==> src/rtl/ep_count_pkg.sv <==
package ep_count_pkg;
    localparam int unsigned REG_W = 8;

    typedef struct packed {
        logic [REG_W-1:0] regv;
        logic             pend;
        logic             irq;
        logic             err;
    } epc_state_t;
endpackage

==> src/rtl/epc_rx_image.sv <==
module epc_rx_image #(
    parameter int unsigned CNT_W     = 6,
    parameter int unsigned RX_MAX    = 32,
    parameter int unsigned CRC_BYTES = 2
) (
    input  logic [CNT_W-1:0] rx_bytes,
    input  logic             rx_crc_ok,
    input  logic             rx_toggle,
    output logic [CNT_W+1:0] image
);
    localparam logic [CNT_W-1:0] LIMIT = CNT_W'(RX_MAX);
    localparam logic [CNT_W-1:0] EXTRA = CNT_W'(CRC_BYTES);

    logic [CNT_W-1:0] bounded;

    always_comb begin
        bounded = (rx_bytes > LIMIT) ? LIMIT : rx_bytes;
        image   = {rx_toggle, rx_crc_ok, bounded + EXTRA};
    end
endmodule

==> src/rtl/epc_tx_view.sv <==
module epc_tx_view #(
    parameter int unsigned CNT_W  = 6,
    parameter int unsigned TX_MAX = 32
) (
    input  logic [CNT_W+1:0] regv,
    output logic [CNT_W-1:0] tx_count,
    output logic             tx_toggle
);
    localparam logic [CNT_W-1:0] LIMIT = CNT_W'(TX_MAX);

    always_comb begin
        tx_count  = (regv[CNT_W-1:0] > LIMIT) ? LIMIT : regv[CNT_W-1:0];
        tx_toggle = regv[CNT_W+1];
    end
endmodule

==> src/rtl/epc_over_check.sv <==
module epc_over_check #(
    parameter int unsigned CNT_W  = 6,
    parameter int unsigned TX_MAX = 32
) (
    input  logic [CNT_W-1:0] count,
    output logic             over
);
    localparam logic [CNT_W-1:0] LIMIT = CNT_W'(TX_MAX);

    always_comb over = (count > LIMIT);
endmodule

==> src/rtl/ep_count_reg.sv <==
module ep_count_reg
    import ep_count_pkg::*;
#(
    parameter int unsigned CNT_W     = 6,
    parameter int unsigned TX_MAX    = 32,
    parameter int unsigned RX_MAX    = 32,
    parameter int unsigned CRC_BYTES = 2
) (
    input  logic             clk,
    input  logic             rst_n,
    input  logic             cpu_wr,
    input  logic [7:0]       cpu_wdata,
    input  logic             rx_done,
    input  logic [CNT_W-1:0] rx_bytes,
    input  logic             rx_crc_ok,
    input  logic             rx_toggle,
    output logic [7:0]       reg_value,
    output logic [CNT_W-1:0] tx_count,
    output logic             tx_toggle,
    output logic             tx_count_err,
    output logic             ep_irq
);
    localparam int unsigned DW = CNT_W + 2;

    epc_state_t       st_d, st_q;
    logic [DW-1:0]    rx_img;
    logic             wr_over;

    epc_rx_image #(.CNT_W(CNT_W), .RX_MAX(RX_MAX), .CRC_BYTES(CRC_BYTES)) u_rx (
        .rx_bytes (rx_bytes),
        .rx_crc_ok(rx_crc_ok),
        .rx_toggle(rx_toggle),
        .image    (rx_img)
    );

    epc_over_check #(.CNT_W(CNT_W), .TX_MAX(TX_MAX)) u_over (
        .count(cpu_wdata[CNT_W-1:0]),
        .over (wr_over)
    );

    epc_tx_view #(.CNT_W(CNT_W), .TX_MAX(TX_MAX)) u_tx (
        .regv     (st_q.regv[DW-1:0]),
        .tx_count (tx_count),
        .tx_toggle(tx_toggle)
    );

    // Next-state: hardware receive update outranks a CPU write.
    always_comb begin
        st_d      = st_q;
        st_d.pend = rx_done;
        st_d.irq  = st_q.pend;
        if (rx_done) begin
            st_d.regv = REG_W'(rx_img);
            st_d.err  = 1'b0;
        end else if (cpu_wr) begin
            st_d.regv = cpu_wdata;
            st_d.err  = wr_over;
        end
    end

    always_ff @(posedge clk) begin
        if (!rst_n) begin
            st_q <= '0;
        end else begin
            st_q <= st_d;
        end
    end

    assign reg_value    = st_q.regv;
    assign tx_count_err = st_q.err;
    assign ep_irq       = st_q.irq;
endmodule

==> config.mk <==
export PLATFORM = sky130hd
export DESIGN_NAME = ep_count_reg
export DESIGN_NICKNAME = d
export VERILOG_FILES = /design/src/rtl/ep_count_pkg.sv /design/src/rtl/epc_rx_image.sv /design/src/rtl/epc_tx_view.sv /design/src/rtl/epc_over_check.sv /design/src/rtl/ep_count_reg.sv
export SDC_FILE = /design/constraint.sdc
export NUM_CORES = 1
export LEC_CHECK = 0
export BUFFER_PORTS_ARGS = -buffer_cell sky130_fd_sc_hd__buf_2
export CAP_MARGIN = 25
export CORE_AREA = 4 4 50 52
export DETAILED_ROUTE_END_ITERATION = 8
export DIE_AREA = 0 0 54 56
export GPL_TIMING_DRIVEN = 0
export PLACE_DENSITY = 0.69
export SKIP_LAST_GASP = 1
export SYNTH_ARGS = -nofsm -noshare
export SYNTH_HDL_FRONTEND = slang
export SYNTH_SLANG_ARGS = --single-unit
==> constraint.sdc <==
create_clock -name clk -period 3.15 [get_ports clk]
set_clock_uncertainty 0.15 [all_clocks]
set_input_delay 0.4725 -clock clk [delete_from_list [all_inputs] [get_ports clk]]
set_output_delay 0.4725 -clock clk [all_outputs]
set_load 0.01 [all_outputs]
* After elaboration in Yosys (flattened, before gate mapping)
Cells that the tools add are included.
Operators by class: reduce and logical (&&, ||, !) cells 2, add/sub/neg operators 1, bitwise logic cells 1, mux-type cells 4, $lt $le $gt $ge 3
Operators by type and width (count):
- $gt 6x6->1 const B | 3
- $mux 8 | 2
- $mux 6 | 2
- $add 6x2->6 const B | 1
- $reduce_bool 2->1 | 1
- $reduce_or 2->1 | 1
- $not 1->1 | 1
Word-level totals: output and inout bits 17, register bits after elaboration 11, word-level logic and storage cells 15, input port bits 20

* Logic depth before layout (Yosys ltp)
Gate-level depths: netlist of the first run.
depth in word-level cells 4, mapped depth 5, gate-level depth less buffers 5

* By module
Synthesis of the first run repeated with hierarchy kept, for this count alone.
Second synthesis, totals: cell total of the unflattened synthesis 65, area, all modules 681.9 um^2
By module, submodules not included:
- ep_count_reg | area an instance 520.5 um^2, instances 1, cells each 42, seq. area each 220.2 um^2
- epc_rx_image | area an instance 103.8 um^2, instances 1, cells each 14, seq. area each 0.0 um^2
- epc_tx_view | area an instance 42.5 um^2, instances 1, cells each 7, seq. area each 0.0 um^2
- epc_over_check | area an instance 15.0 um^2, instances 1, cells each 2, seq. area each 0.0 um^2

* Worst setup path after synthesis of the first run
OpenSTA, ideal clock, no wires.
path type input-to-reg, start input port rx_bytes[2], end register st_q, in the netlist reg_value[2], data required time 2885 ps, path slack 1777 ps, library setup time 115 ps, cell stages on the path 5, path buffers 0, data arrival time 1108 ps, cell sequence nor2b_1 > ha_1 > nand2_1 > o21ai_0 > and2_1
On the way: cells in the longest elaborated chain, start to end 4
Ends and longest elaborated chain:
- start, declared | line ep_count_reg.sv:14 | input logic [CNT_W-1:0] rx_bytes,
- $gt 6x6->1 | line epc_rx_image.sv:17 | bounded = (rx_bytes > LIMIT) ? LIMIT : rx_bytes;
- $mux 6 (*) | line epc_rx_image.sv:17
- $add 6x2->6 (*) | line epc_rx_image.sv:18 | image = {rx_toggle, rx_crc_ok, bounded + EXTRA};
- $mux 8 (*) | line ep_count_reg.sv:52 | if (rx_done) begin
- end signal, assigned | line ep_count_reg.sv:65 | st_q <= st_d;
- end, declared | line ep_count_reg.sv:25 | epc_state_t st_d, st_q;
Mark *: on every way between the ends. The rest lies on a longest branch, timed or not. A chain may end at the register's enable or synchronous reset.

* Final worst setup path of the first run
start register st_q, in the netlist reg_value[5], end output port tx_count[5]
On the way: cells in the longest elaborated chain, start to end 2
Ends and longest elaborated chain:
- $gt 6x6->1 | line epc_tx_view.sv:12 | tx_count = (regv[CNT_W-1:0] > LIMIT) ? LIMIT : regv[CNT_W-1:0];
- $mux 6 (*) | line epc_tx_view.sv:12
- end, declared | line ep_count_reg.sv:18 | output logic [CNT_W-1:0] tx_count,
Marks and branches as above.

==> impl_results.md, run 1 <==
- Status: finished clean
- Setup bufs post-CTS: 0
- Clock Tree Buf Depth: 2
- Worst hold stages: 1
- Port bufs: 35
- Register area share after synthesis: 0.367
- Routed via count: 579
- PD cells: 390 nW/um^2
- DRC errors left: 0
- Final min period: 1620 ps
- Top FF cell, synth: dfxtp_1
- Clk_lat worst skew: approximately 260 ps
- P_leak: approximately 0.43 nW
- Post-DRT Antenna Nets: 0
- Reg2Reg Setup Slack: between 2000 and 2500 ps
- # diodes: 0
- Async S/R FF share, synth: 0
- DR iter-0 viols: 6
- Data required, critical path: ~2500 ps
- Reg2reg end: reg_value[5]
- HP Class: reg2reg
- Cell area after synthesis: roughly 600 sq um
- Worst-Margin Slew: between 300 and 400 ps
- Die height: around 56 um
- Core box area: around 2100 sq um
- Syn nets: 86
- Die ar.: 3020 sq um
- Reg2reg start: reg_value[5]
- Number of buffers created by CTS: 3
- Routed WL: approximately 1500 um
- Post-CTS sizing: 0
- TritonCTS clock tree: built
- Layout cell share with drive strength beyond 1: 0.433
- CTS clk-pin slew, worst paths: 70 ps
- Worst min-delay path endpoint: ep_irq
- Seq cells post-synth: 11
- Final setup fails: 0
- Synthesis Warnings: 0
- Nets@finish: roughly 130
- Slew Viols, Final: 0
- Post-synthesis mux area share: 0.127
- Sink Count: 11
- CP max FO: 8
- Cts hold-fix bufs: 0
- Total track usage: 0.105
- Crit path launch type: flop
- Max-cap violations: 0
- Adder-Cell Fraction of Synth Area: 0.0208
- Num ports: 37
- Post-Syn Instances: 65
- Yosys top cell area share: 0.367
- Compound-cell area share of the yosys netlist: 0.146
- WL/cell: between 10 and 15 um
- Root Driver: clkbuf_4
- Fmax achieved: about 620 MHz
- Initial Util: 0.285
- Final Hold Vio Count: 0
- Vias in the first global route: 540
- GP Congestion: 0.790
- Chip Width: approximately 54 um
- Synth area leader: dfxtp_1
- Largest net degree at the start of global routing: 11
- Max VDD drop: about 180 uV
- CP arrival: 1000 ps
- Hold Crit Start: st_d[1]
- Largest family of logic cells by synthesized area: simple AND/OR/NAND/NOR gates
- Final Cycle Share: 0.516
- Synth area leaders: dfxtp_1 37%, nor2b_1 9.4%, mux2i_1 8.3%, and2_1 5.2%, o21ai_0 3.3%
- Number of synthesized flops with an enable pin: 0
- GR Overflow Total: 0
- First-pass GRT wire length: around 2400 um
- Initial antenna violation count: 0
- Max-slew headroom: 0.740
- Post-Synth XOR/XNOR Area: 0.0146
- Total power: 0.000326 W
- TNS Setup: 0 ps
- Mean post-synth cell area: 9.24 sq um
- RSZ-0062 raised after global routing: false
- DR pass1 iterations: 4
- Via density: 4.39
- Syn-to-layout area delta: 39.4%
- Synth Area in Simple Gates: 0.265
- Critical path type: reg2out
- Post-DP HPWL: around 1200 um
- CP Capture Type: output pin
- Netlist cell types: 29
- R2R depth: 2
- Number of placement rows: 17
- CTS H-Tree Depth: 1
==> worst max-delay path, cell delays in order, from the launching register on <==
cell	delay (ps)
dfxtp_1	490
clkbuf_1	120
buf_2	120
==> kinds of logic after synthesis <==
family	after synthesis
AO/OA/AOI/OAI	13
XOR/XNOR	1
adder cells (fa/ha/maj)	1
buffers and inverters	6
flip-flops	11
multiplexers	7
AND/OR/NAND/NOR	26
==> per-stage QoR <==
step	area, sq um	utilization	setup WS, ps	std cells	hold WS [ps]
finish	837	0.398	1530	132	289
global route	837	0.398	1460	132	339
CTS	837	0.398	1510	132	293
detailed placement	811	0.385	1560	128	276
global placement	811	0.385	1570	128	267
floorplan	601	-	1780	65	262
==> layout by cell type, fill, tap and decap left out, types with 2 or more instances in the layout <==
cell,netlist,layout
and2_1,5,5
dfxtp_1,11,11
nand2_1,4,4
clkbuf_4,0,3
buf_2,1,36
a21oi_1,3,3
o21ai_0,4,4
nand4b_1,2,2
clkbuf_1,2,3
nor2b_1,9,9
mux2i_1,5,5
==> sequential cells by signal, indices dropped and copies added (netlist names) <==
| signal | flops |
|---|---|
| st_d | 1 |
| reg_value | 8 |
| ep_irq | 1 |
| tx_count_err | 1 |
==> where the power goes <==
group          internal (W)  switching [W]
registers          0.000148     0.00000621
logic             0.0000397      0.0000358
clock network     0.0000490      0.0000477
total              0.000237      0.0000897
==> final cells by class <==
class / instances / area, sq um
fill: 215 / 1270
multi-input combinational: 48 / 344
sequential: 11 / 220
timing repair buffer: 35 / 175
buffer: 6 / 36.3
tap: 28 / 35.0
clock buffer: 4 / 26.3
==> synth_stat cells (2+ instances only) <==
master / number
nor2b_1: 9
and2_1: 5
o21ai_0: 4
dfxtp_1: 11
mux2i_1: 5
clkbuf_1: 2
a21oi_1: 3
nand2_1: 4
nand4b_1: 2
==> layer usage <==
| metal | wire length, um | vias up | part of all wire | GRT usage |
|---|---|---|---|---|
| met3 | 125 | 2 | 0.082 | 0.0241 |
| met1 | 601 | 254 | 0.40 | 0.118 |
| li1 | - | 305 | - | - |
| met5 | 0 | - | 0 | 0 |
| met2 | 783 | 18 | 0.52 | 0.178 |
| met4 | 8 | 0 | 0.0053 | 0.0534 |
==> how the worst max path moves through the flow <==
stage / start / end / slack [ps] / cells past startpoint
after global placement: rx_bytes[5] / reg_value[2] / 1570 / 6
final: reg_value[5] / tx_count[5] / 1530 / 2
after floorplan: rx_bytes[2] / reg_value[2] / 1780 / 5
after detailed placement: rx_bytes[5] / reg_value[2] / 1560 / 6
after CTS: reg_value[5] / tx_count[5] / 1510 / 2
after global routing: reg_value[5] / tx_count[1] / 1460 / 2
Power figures use the tool's default switching activity.
==> inputs of run 2 (changes only) <==
Settings changed: PLACE_DENSITY 0.69 to 0.71.
Clock period 3.15 ns to 1.45 ns, I/O delays scaled along.
==> impl_results.md, run 2 (synthesis gave the netlist of run 1 again) <==
- Max-slew headroom: 0.746 (+0.00606)
- Max VDD drop: 635 uV (+250%)
- DRC errors left: 0 (unchanged)
- GP Congestion: 0.811 (+2.7%)
- WL/cell: 11.8 um (+2.8%)
- TNS Setup: 0 ps (unchanged)
- Crit path launch type: flop
- Critical path type: reg2out
- CTS clk-pin slew, worst paths: 70 ps (about the same)
- Post-DP HPWL: 1230 um (-0.31%)
- CP Capture Type: output pin
- CP arrival: 1000 ps (about the same)
- TritonCTS clock tree: built
- CTS H-Tree Depth: 1 (unchanged)
- Register area: 220 sq um (unchanged)
- Crit-path slowest cell: dfxtp_1
- Post-place setup slack: 139 ps (-1420 ps)
- Layout cell share with drive strength beyond 1: 0.433 (unchanged)
- Number of placement rows: 17 (unchanged)
- Sequential Power Share: 0.472 (about the same)
- Root Driver: clkbuf_4
- Max-cap violations: 0 (unchanged)
- Post-DRT Antenna Nets: 0 (unchanged)
- Logic pwr share: 0.231 (about the same)
- Clock Tree Buf Depth: 2 (unchanged)
- Pint: 0.000514 W (+120%)
- Clk_lat worst skew: 270 ps (about the same)
- DR pass1 iterations: 4 (unchanged)
- Data required, critical path: 1080 ps (-1450 ps)
- Largest net degree at the start of global routing: 11 (unchanged)
- Share of total power in the clock network: 0.296 (about the same)
- RSZ-0062 raised after global routing: false
- Final min period: roughly 1400 ps
- Chip Width: 54 um (unchanged)
- CP cell instances: clkbuf_1 > buf_2
- Commonest non-fill, non-tap cell in the layout: buf_2
- CP max FO: 8 (unchanged)
- GR Util met1: 0.118 (-0.000191)
- Fmax achieved: 732 MHz
- Worst-Margin Slew: 381 ps (-9.09 ps)
- Num ports: 37 (unchanged)
- Final setup fails: 0 (unchanged)
- Vias in the first global route: 627 (+16%)
- Slew Viols, Final: 0 (unchanged)
- Routed via count: 609 (+5.2%)
- Post-route cell area: 837 sq um (unchanged)
- Switching share of power: 0.276 (+0.000860)
- Total track usage: 0.111 (+0.00521)
- # diodes: 0 (unchanged)
- Met3 GRT Util: 0.0375 (+0.0134)
- Max reg flops: 8 (unchanged)
- Sink Count: 11 (unchanged)
- Most frequent cells in the layout: 36 x buf_2, 11 x dfxtp_1, 9 x nor2b_1, 5 x mux2i_1, 5 x and2_1
- GR Util met2: 0.187 (+0.00865)
- Setup bufs post-CTS: 0 (unchanged)
- Filler Cell Count: 229 (+6.5%)
- Routed WL: 1560 um (+2.8%)
- Number of buffers created by CTS: 3 (unchanged)
- Cell Area, Placed: 811 sq um (unchanged)
- Status: finished clean
- P_leak: 0.427 nW (unchanged)
- GRT Max-Usage Layer: met2
- Multi-input logic area: 344 sq um (unchanged)
- Hold WS: 89.6 ps (-199 ps)
- Die ar.: 3020 sq um (unchanged)
- Port bufs: 35 (unchanged)
- Nets@finish: 126 (unchanged)
- First-pass GRT wire length: 2520 um (+6.1%)
- Initial Util: 0.285 (unchanged)
- Switch Pwr: 0.000196 W (+120%)
- Fin worst setup slack: 83.1 ps (-1440 ps)
- HP Class: in2reg
- Post-CTS sizing: 0 (unchanged)
- GR Overflow Total: 0 (unchanged)
- Cts hold-fix bufs: 0 (unchanged)
- Core box area: 2110 sq um (unchanged)
- Initial antenna violation count: 0 (unchanged)
- Final Hold Vio Count: 0 (unchanged)
- Syn-to-layout area delta: 39.4% (unchanged)
- Final Cycle Share: 0.943
- Slowest stage delay, CP: 490 ps (about the same)
- Via density: 4.61 (+5.2%)
- Total power: 0.000710 W (+120%)
- DR iter-0 viols: 6 (unchanged)
- PD cells: 848 nW/um^2 (+120%)
- Die height: 56 um (unchanged)
## run 2: cell counts in the layout (fill, tap and decap cells not counted)
Identical to the previous run, type by type.
## run 2: path summary, 6_finish.rpt
kind | startpoint | end | slack, ps | cells after the start
max | reg_value[5] | tx_count[5] | 80 | 2
min | rst_n | tx_count_err | 90 | 3
min reg2reg | st_d[1] | ep_irq | 290 | 1
max reg2reg | reg_value[5] | reg_value[5] | 400 | 2
## run 2: layout make-up
type | count | share of cell area
timing repair buffer | 35 | 0.209
buffer | 6 | 0.0433
tap | 28 | 0.0419
clock buffer | 4 | 0.0314
multi-input combinational | 48 | 0.411
sequential | 11 | 0.263
## run 2: power by group through the flow
stage / combinational (W) / clock (W) / sequential, W
after global placement: 0.000163 / 0 / 0.000342
after global routing: 0.000181 / 0.000244 / 0.000338
after CTS: 0.000166 / 0.000220 / 0.000336
final: 0.000164 / 0.000210 / 0.000335
after detailed placement: 0.000165 / 0 / 0.000343
after floorplan: 0.0000848 / 0 / 0.000349
## run 2: layer usage
metal,routed length [um],vias to the layer above,part of all wire
met5,0,-,0
met4,33,0,0.021
met1,629,277,0.40
met2,770,23,0.49
met3,129,4,0.083
li1,-,305,-
## run 2: through the flow
step,std cells,utilization
final,132,0.398
after global placement,128,0.385
after CTS,132,0.398
after detailed placement,128,0.385
after global routing,132,0.398
after floorplan,65,-
## run 2: worst max-delay path: cells and delay by family, from the launching register on
family   cells  cell delay (ps)
buf+inv      2              240
flops        1              490
